[src/rtl/lvr_pkg.sv]
`timescale 1ns/1ps
package lvr_pkg;

    typedef enum logic [1:0] {
        ST_OFF     = 2'd0,
        ST_MONITOR = 2'd1,
        ST_RESET   = 2'd2
    } lvr_state_e;

endpackage

[src/rtl/lvr_run_counter.sv]
`timescale 1ns/1ps
// Counts consecutive low-supply samples; saturates at the limit.
module lvr_run_counter #(
    parameter int LOW_COUNT = 9
) (
    input  logic clk,
    input  logic rst_n,
    input  logic enable,
    input  logic low_flag,
    output logic run_hit
);
    localparam int CW = $clog2(LOW_COUNT + 1);
    localparam logic [CW-1:0] LIMIT   = CW'(LOW_COUNT);
    localparam logic [CW-1:0] PRE_LIM = CW'(LOW_COUNT - 1);

    logic [CW-1:0] run_q;
    logic [CW-1:0] run_d;

    always_comb begin
        if (!enable || !low_flag) begin
            run_d = '0;
        end else if (run_q >= LIMIT) begin
            run_d = LIMIT;
        end else begin
            run_d = run_q + CW'(1);
        end
    end

    always_ff @(posedge clk or negedge rst_n) begin
        if (!rst_n) begin
            run_q <= '0;
        end else begin
            run_q <= run_d;
        end
    end

    // The sample being taken now completes the required run.
    assign run_hit = enable && low_flag && (run_q >= PRE_LIM);

endmodule

[src/rtl/lvr_ctrl_fsm.sv]
`timescale 1ns/1ps
module lvr_ctrl_fsm
    import lvr_pkg::*;
(
    input  logic clk,
    input  logic rst_n,
    input  logic pwr_en,
    input  logic rst_en,
    input  logic low_flag,
    input  logic run_hit,
    output logic rst_req,
    output logic hyst_sel
);
    lvr_state_e state_q;
    lvr_state_e state_d;

    always_ff @(posedge clk or negedge rst_n) begin
        if (!rst_n) begin
            state_q <= ST_OFF;
        end else begin
            state_q <= state_d;
        end
    end

    always_comb begin
        state_d = state_q;
        unique case (state_q)
            ST_OFF: begin
                if (pwr_en) begin
                    state_d = ST_MONITOR;
                end
            end
            ST_MONITOR: begin
                if (!pwr_en) begin
                    state_d = ST_OFF;
                end else if (rst_en && run_hit) begin
                    state_d = ST_RESET;
                end
            end
            ST_RESET: begin
                if (!pwr_en) begin
                    state_d = ST_OFF;
                end else if (!rst_en || !low_flag) begin
                    state_d = ST_MONITOR;
                end
            end
            default: state_d = ST_OFF;
        endcase
    end

    always_comb begin
        rst_req  = 1'b0;
        hyst_sel = 1'b0;
        unique case (state_q)
            ST_RESET: begin
                rst_req  = 1'b1;
                hyst_sel = 1'b1;
            end
            default: begin
                rst_req  = 1'b0;
                hyst_sel = 1'b0;
            end
        endcase
    end

endmodule

[src/rtl/lvr_csr.sv]
`timescale 1ns/1ps
// Status and control register: read-only status, writable trip select.
module lvr_csr #(
    parameter int DATA_W     = 8,
    parameter int STATUS_BIT = 7,
    parameter int TRIP_BIT   = 5
) (
    input  logic              clk,
    input  logic              rst_n,
    input  logic              sel,
    input  logic              wr,
    input  logic [DATA_W-1:0] wdata,
    input  logic              status_in,
    output logic [DATA_W-1:0] rdata,
    output logic              trip_sel
);
    logic trip_q;
    logic unused_wbits;

    assign unused_wbits = ^wdata;

    always_ff @(posedge clk or negedge rst_n) begin
        if (!rst_n) begin
            trip_q <= 1'b0;
        end else if (sel && wr) begin
            trip_q <= wdata[TRIP_BIT];
        end
    end

    assign trip_sel = trip_q;

    for (genvar i = 0; i < DATA_W; i++) begin : g_rd
        if (i == STATUS_BIT) begin : g_stat
            assign rdata[i] = sel & status_in;
        end else if (i == TRIP_BIT) begin : g_trip
            assign rdata[i] = sel & trip_q;
        end else begin : g_rsvd
            assign rdata[i] = 1'b0;
        end
    end

endmodule

[src/rtl/lvr_filter_top.sv]
`timescale 1ns/1ps
module lvr_filter_top #(
    parameter int LOW_COUNT  = 9,
    parameter int DATA_W     = 8,
    parameter int STATUS_BIT = 7,
    parameter int TRIP_BIT   = 5
) (
    input  logic              clk,
    input  logic              rst_n,
    input  logic              cfg_pwr_en,
    input  logic              cfg_rst_en,
    input  logic              below_trip,
    input  logic              bus_sel,
    input  logic              bus_wr,
    input  logic [DATA_W-1:0] bus_wdata,
    output logic [DATA_W-1:0] bus_rdata,
    output logic              trip_sel_o,
    output logic              hyst_sel_o,
    output logic              sys_rst_req
);
    logic run_hit;
    logic status_now;

    assign status_now = cfg_pwr_en & below_trip;

    lvr_run_counter #(.LOW_COUNT(LOW_COUNT)) cnt_i (
        .clk      (clk),
        .rst_n    (rst_n),
        .enable   (cfg_pwr_en),
        .low_flag (below_trip),
        .run_hit  (run_hit)
    );

    lvr_ctrl_fsm fsm_i (
        .clk      (clk),
        .rst_n    (rst_n),
        .pwr_en   (cfg_pwr_en),
        .rst_en   (cfg_rst_en),
        .low_flag (below_trip),
        .run_hit  (run_hit),
        .rst_req  (sys_rst_req),
        .hyst_sel (hyst_sel_o)
    );

    lvr_csr #(
        .DATA_W     (DATA_W),
        .STATUS_BIT (STATUS_BIT),
        .TRIP_BIT   (TRIP_BIT)
    ) csr_i (
        .clk       (clk),
        .rst_n     (rst_n),
        .sel       (bus_sel),
        .wr        (bus_wr),
        .wdata     (bus_wdata),
        .status_in (status_now),
        .rdata     (bus_rdata),
        .trip_sel  (trip_sel_o)
    );

endmodule

[config.mk]
export PLATFORM = sky130hd
export DESIGN_NAME = lvr_filter_top
export DESIGN_NICKNAME = d
export VERILOG_FILES = /design/src/rtl/lvr_pkg.sv /design/src/rtl/lvr_run_counter.sv /design/src/rtl/lvr_ctrl_fsm.sv /design/src/rtl/lvr_csr.sv /design/src/rtl/lvr_filter_top.sv
export SDC_FILE = /design/constraint.sdc
export NUM_CORES = 1
export LEC_CHECK = 0
export CORE_AREA = 8 8 45 47
export CTS_BUF_LIST = sky130_fd_sc_hd__clkbuf_8
export DETAILED_ROUTE_END_ITERATION = 8
export DIE_AREA = 0 0 53 55
export GPL_TIMING_DRIVEN = 0
export PLACE_DENSITY = 0.7
export SLEW_MARGIN = 25
export SYNTH_ARGS = -nofsm -noshare
export SYNTH_HDL_FRONTEND = slang
export SYNTH_SLANG_ARGS = --single-unit
[constraint.sdc]
create_clock -name clk -period 3 [get_ports clk]
set_input_delay 0.6 -clock clk [delete_from_list [all_inputs] [get_ports clk]]
set_output_delay 0.6 -clock clk [all_outputs]
set_load 0.05 [all_outputs]
* After elaboration in Yosys (flattened, before gate mapping)
Cells that the tools add are included.
Word-level totals: flip-flop bits (word level) 7, output and inout bits 11
Operators by class: add/sub/neg operators 1, magnitude comparators 2, equal/unequal tests 5, multiplexer cells 9, bitwise operators 3, reductions and logical operators 11
Operator list (number):
- 2-to-1 mux 2 bit | 5
- greater-or-equal comparator 4 bit, second input constant | 2
- 2-to-1 mux 4 bit | 2
- inequality test 3 x 2 -> 1 bit, second input constant | 2
- case mux 2 bit (3 select lines) | 1
- adder 4 x 1 -> 4 bit, second input constant | 1
- logical AND 1 bit | 4
- bitwise AND 1 bit | 3
- zero test 1 bit | 3
- AND reduction 3 bit | 1
- == test 2 x 1 -> 1 bit, second input constant | 1
- == test 2 bit, second input constant | 1
- zero test 2 bit | 1
- logical OR 1 bit | 2
- inequality test 2 bit, second input constant | 1
- 2-to-1 mux 1 bit | 1

* Longest topological paths before layout
depth in word-level cells 6, mapped depth 4, depth with buffers taken out 4

* Cells and area by module
A second synthesis with hierarchy kept.
Unflattened totals: cell total of the unflattened synthesis 46, area total of the unflattened synthesis 459.2 sq um
Modules (own cells, without submodules):
- lvr_run_counter | instances 1, cells an instance 21, area each 234.0 sq um
- lvr_ctrl_fsm | instances 1, cells an instance 12, area each 111.4 sq um
- lvr_csr | instances 1, cells an instance 12, area each 107.6 sq um
- lvr_filter_top | instances 1, cells an instance 1, area each 6.3 sq um

* Worst setup path after synthesis
OpenSTA, ideal clock, no wires.
path type reg2out, from register fsm_i.state_q[0], to output sys_rst_req, arrival 1489 ps, path slack 911 ps, cell stages (with the launch flop) 3, buffers on the path 1, path through dfrtp_1 nor2b_1 buf_4
Between the ends: word-level cells in the longest chain between the ends 2
RTL lines:
- from (decl) | RTL line lvr_ctrl_fsm.sv:14 | lvr_state_e state_q;
- from (signal assigned) | RTL line lvr_ctrl_fsm.sv:21 | state_q <= state_d;
- == test 2 bit
- 2-to-1 mux 1 bit
- to (decl) | RTL line lvr_filter_top.sv:19 | output logic sys_rst_req
Every way passes these cells.

* Worst setup path in the final report
from input below_trip, to output bus_rdata[7]
Between the ends: word-level cells in the longest chain between the ends 2
RTL lines:
- from (decl) | RTL line lvr_filter_top.sv:12 | input logic below_trip,
- bitwise AND 1 bit | RTL line lvr_filter_top.sv:24 | assign status_now = cfg_pwr_en & below_trip;
- bitwise AND 1 bit | RTL line lvr_csr.sv:34 | assign rdata[i] = sel & status_in;
- to (decl) | RTL line lvr_filter_top.sv:16 | output logic [DATA_W-1:0] bus_rdata,
Every way passes these cells.

==> summary.txt <==
Detailed routing
  – Final WL: 949 µm
  – DRT iter0 DRCs: 12
  – Avg WL per Cell: 11.86 µm
  – # DRC: 0
  – Via count: 351
  – Via density: 4.388
  – Antenna Nets Post-Route: 0
  – Drt first pass iters: 4

Critical path
  – CP Capture Type: primary output
  – Crit path launch: below_trip
  – WS Path Type: in2out
  – Startpoint Class: primary input
  – Slowest CP cell: clkdlybuf4s50_1
  – Critical path arrival: 2.25 ns
  – Crit path max fanout: 8
  – R2R depth: 4
  – Crit-path most repeated cell: clkdlybuf4s50_1
  – Worst stage delay on the critical path: 0.79 ns
  – CP cell instances: clkdlybuf4s50_1, and3_2, clkdlybuf4s50_1
  – Worst r2r dst: cnt_i.run_q[0]
  – FF-to-FF Start: cnt_i.run_q[0]
  – Reg-to-reg setup timing slack: 1.71 ns
  – Critical path required time: 2.40 ns

Clock tree
  – CTS Sinks: 7
  – Hold Buf Count CTS: 0
  – Root buf cell: clkbuf_8
  – Post-CTS sizing: 0
  – CTS tree: done
  – CTS clk-pin slew, worst paths: 0.04 ns
  – CTS H-tree lvls: 1
  – Skew-Pair Late Insertion Delay: 0.23 ns
  – Cts bufs inserted: 3
  – Clock Tree Buf Depth: 2
  – Post CTS Setup Buffer Count: 0

STA
  – Tmin final: between 2 and 3 ns
  – Setup_tns: 0 ns
  – Worst clock skew: 0.007288 ns
  – Period utilization: 94.88%
  – Final hold vios: 0
  – Max Slew Vio Count: 0
  – F_max: 351.3 MHz
  – Slew Limit Headroom: 66.56%
  – Worst-Margin Slew: between 0.5 and 0.6 ns
  – Setup violators final: 0
  – RSZ-0062 raised after global routing: no

Power
  – Net Sw Power: 94.48 µW
  – Max IR drop VDD: 249.0 µV
  – Switching fraction of total power: 30.36%
  – Leakage: 0.0003149 µW
  – Reg power frac: 32.8%
  – Combinational Power Share: 23.2%
  – Power share of the clock group: 44.0%
  – Power per cell area: ~480 nW/µm²
  – Int Pwr: 216.7 µW
  – Overall power: 311.2 µW

Floorplanning
  – Die ar.: a little under 3000 µm²
  – Starting Density: 32.19%
  – Die width: 53 µm
  – Std cell rows: 14
  – Ports: 26
  – Die H: 55 µm
  – Core Area: roughly 1400 µm²

Global route
  – Largest net degree at the start of global routing: 9
  – Met3 usage: ~1.9%
  – Initial antenna violation count: 0
  – Global-route wire length before repair: ~1.5 mm
  – Vias in the first global route: 320
  – Global routing usage on met1: 7.430%
  – GRT met2 Usage: 10.74%
  – GR Util All Layers: 7.041%
  – Most used routing layer: met2
  – Grt total ovfl: 0

Outcome
  – Status: complete, no violations

Cells and area
  – Synth-to-Final Area Change: 46.07%
  – Layout cell share with drive strength beyond 1: 23.44%
  – Antenna cells: 0
  – Final Non-Filler Cells: 80
  – Final Cell Area: 650.6 µm²
  – Nets@finish: between 80 and 90

Logic synthesis
  – Synth cell types: 24
  – YS warnings: 0
  – Synth top area share: 39.33%
  – Most area-consuming cells after synthesis: dfrtp_1 39%, buf_4 12%, ha_1 11%, inv_1 2.5%, mux2_2 2.5%
  – Syn Area/Cell: 10.36 µm²
  – Flops & latches, synth: 7
  – Dominant cell type by area after synthesis: dfrtp_1
  – Seq/Total Area, Yosys: between 30% and 40%
  – Mapped Cells: 43
  – Synthesized cell area: 445.4 µm²

Hold path
  – Min-Delay Startpoint: csr_i.trip_sel
  – Min-Delay Path Class: reg2reg
  – Hold endpoint: csr_i.trip_sel
  – Min-Delay Path Depth: 1

Placement
  – Gpl congestion: around 0.69
  – IO Port Bufs: 12
  – Detailed placement HPWL: roughly 730 µm
  – Inst Count DP: 76
  – Area after DPL: ~600 µm²

Run
  – Max cap viols: 0
==> synthesized netlist by cell type, drive strengths merged <==
library cell	number
or3b	1
a31oi	1
nand3	2
a21oi	2
xnor2	1
nor2b	1
buf	7
o2111a	1
mux2	1
nor2	1
o2bb2ai	1
nand2	2
and3	2
and3b	1
o32ai	1
conb	1
ha	4
inv	3
o211a	1
and2	1
nand4	1
dfrtp	7
==> critical path: cells and delay by family <==
kind,cells,cell delay [ns]
buffers and inverters,2,1.41
AND/OR/NAND/NOR,1,0.23
==> registers in the layout (all words and copies together), names as in the netlist <==
register,cells
cnt_i.run_q,4
fsm_i.state_q,2
csr_i.trip_sel,1
==> through the flow <==
stage	util [%]	hold WS, ns	worst slack (ns)
global route	47.02	0.5543	0.09911
finish	47.02	0.5259	0.1537
detailed placement	43.67	0.5242	0.1613
floorplan	-	0.3044	0.9114
global placement	43.67	0.5076	0.1662
CTS	47.02	0.5331	0.1566
==> kinds of logic (layout without fill, tap and decap cells) <==
| logic type | Yosys count | in the layout | synth area share [%] |
|---|---|---|---|
| fa+ha+maj | 4 | 4 | 11.24 |
| mux | 1 | 1 | 2.528 |
| buf+inv | 10 | 26 | 14.33 |
| flops | 7 | 7 | 39.33 |
| other cells | 1 | 6 | 0.8419 |
| compound gates | 7 | 7 | 13.20 |
| xor+xnor | 1 | 1 | 1.967 |
| simple gates | 12 | 12 | 16.58 |
==> power groups by stage <==
| stage | registers, µW | logic [µW] | clock network [µW] |
|---|---|---|---|
| 3_5_place_dp | 104 | 72.5 | 0 |
| 4_1_cts | 102 | 72.5 | 139 |
| 3_3_place_gp | 103 | 72.2 | 0 |
| 6_report | 102 | 72.2 | 137 |
| 2_1_floorplan | 110 | 41.6 | 0 |
| 5_1_grt | 103 | 76.2 | 146 |
==> worst max-delay path by stage <==
stage               slack (ns)  cells past startpoint           end
global placement          0.17                      3  bus_rdata[7]
detailed placement        0.16                      3  bus_rdata[7]
CTS                       0.16                      3  bus_rdata[7]
global route               0.1                      3  bus_rdata[7]
floorplan                 0.91                      2   sys_rst_req
finish                    0.15                      3  bus_rdata[7]
==> cells in the final DEF, fill, tap and decap left out, types with 2 or more instances in the layout <==
master           count
buf_4                7
clkbuf_8             3
clkdlybuf4s50_1     12
conb_1               6
dfrtp_1              7
ha_1                 4
inv_1                3
nand2_1              2
nand3_1              2
==> area by class of cell <==
type | instances | area (µm²)
fillers | 137 | 733.2
multi-input cells | 31 | 225.2
flip-flops and latches | 7 | 175.2
repair buffers | 12 | 120.1
plain buffers | 7 | 52.55
clock buffers | 3 | 41.29
well taps | 16 | 20.02
inverters | 3 | 11.26
clock inverters | 1 | 5.005
==> metal layers <==
metal  part of all wire, %  wire length (µm)  vias up
met4                   2.2                21        0
li1                      -                 -      179
met3                   7.0                66        2
met2                    54               509       12
met5                     0                 0        -
met1                    37               351      158
(Power assumes the default switching activity.)
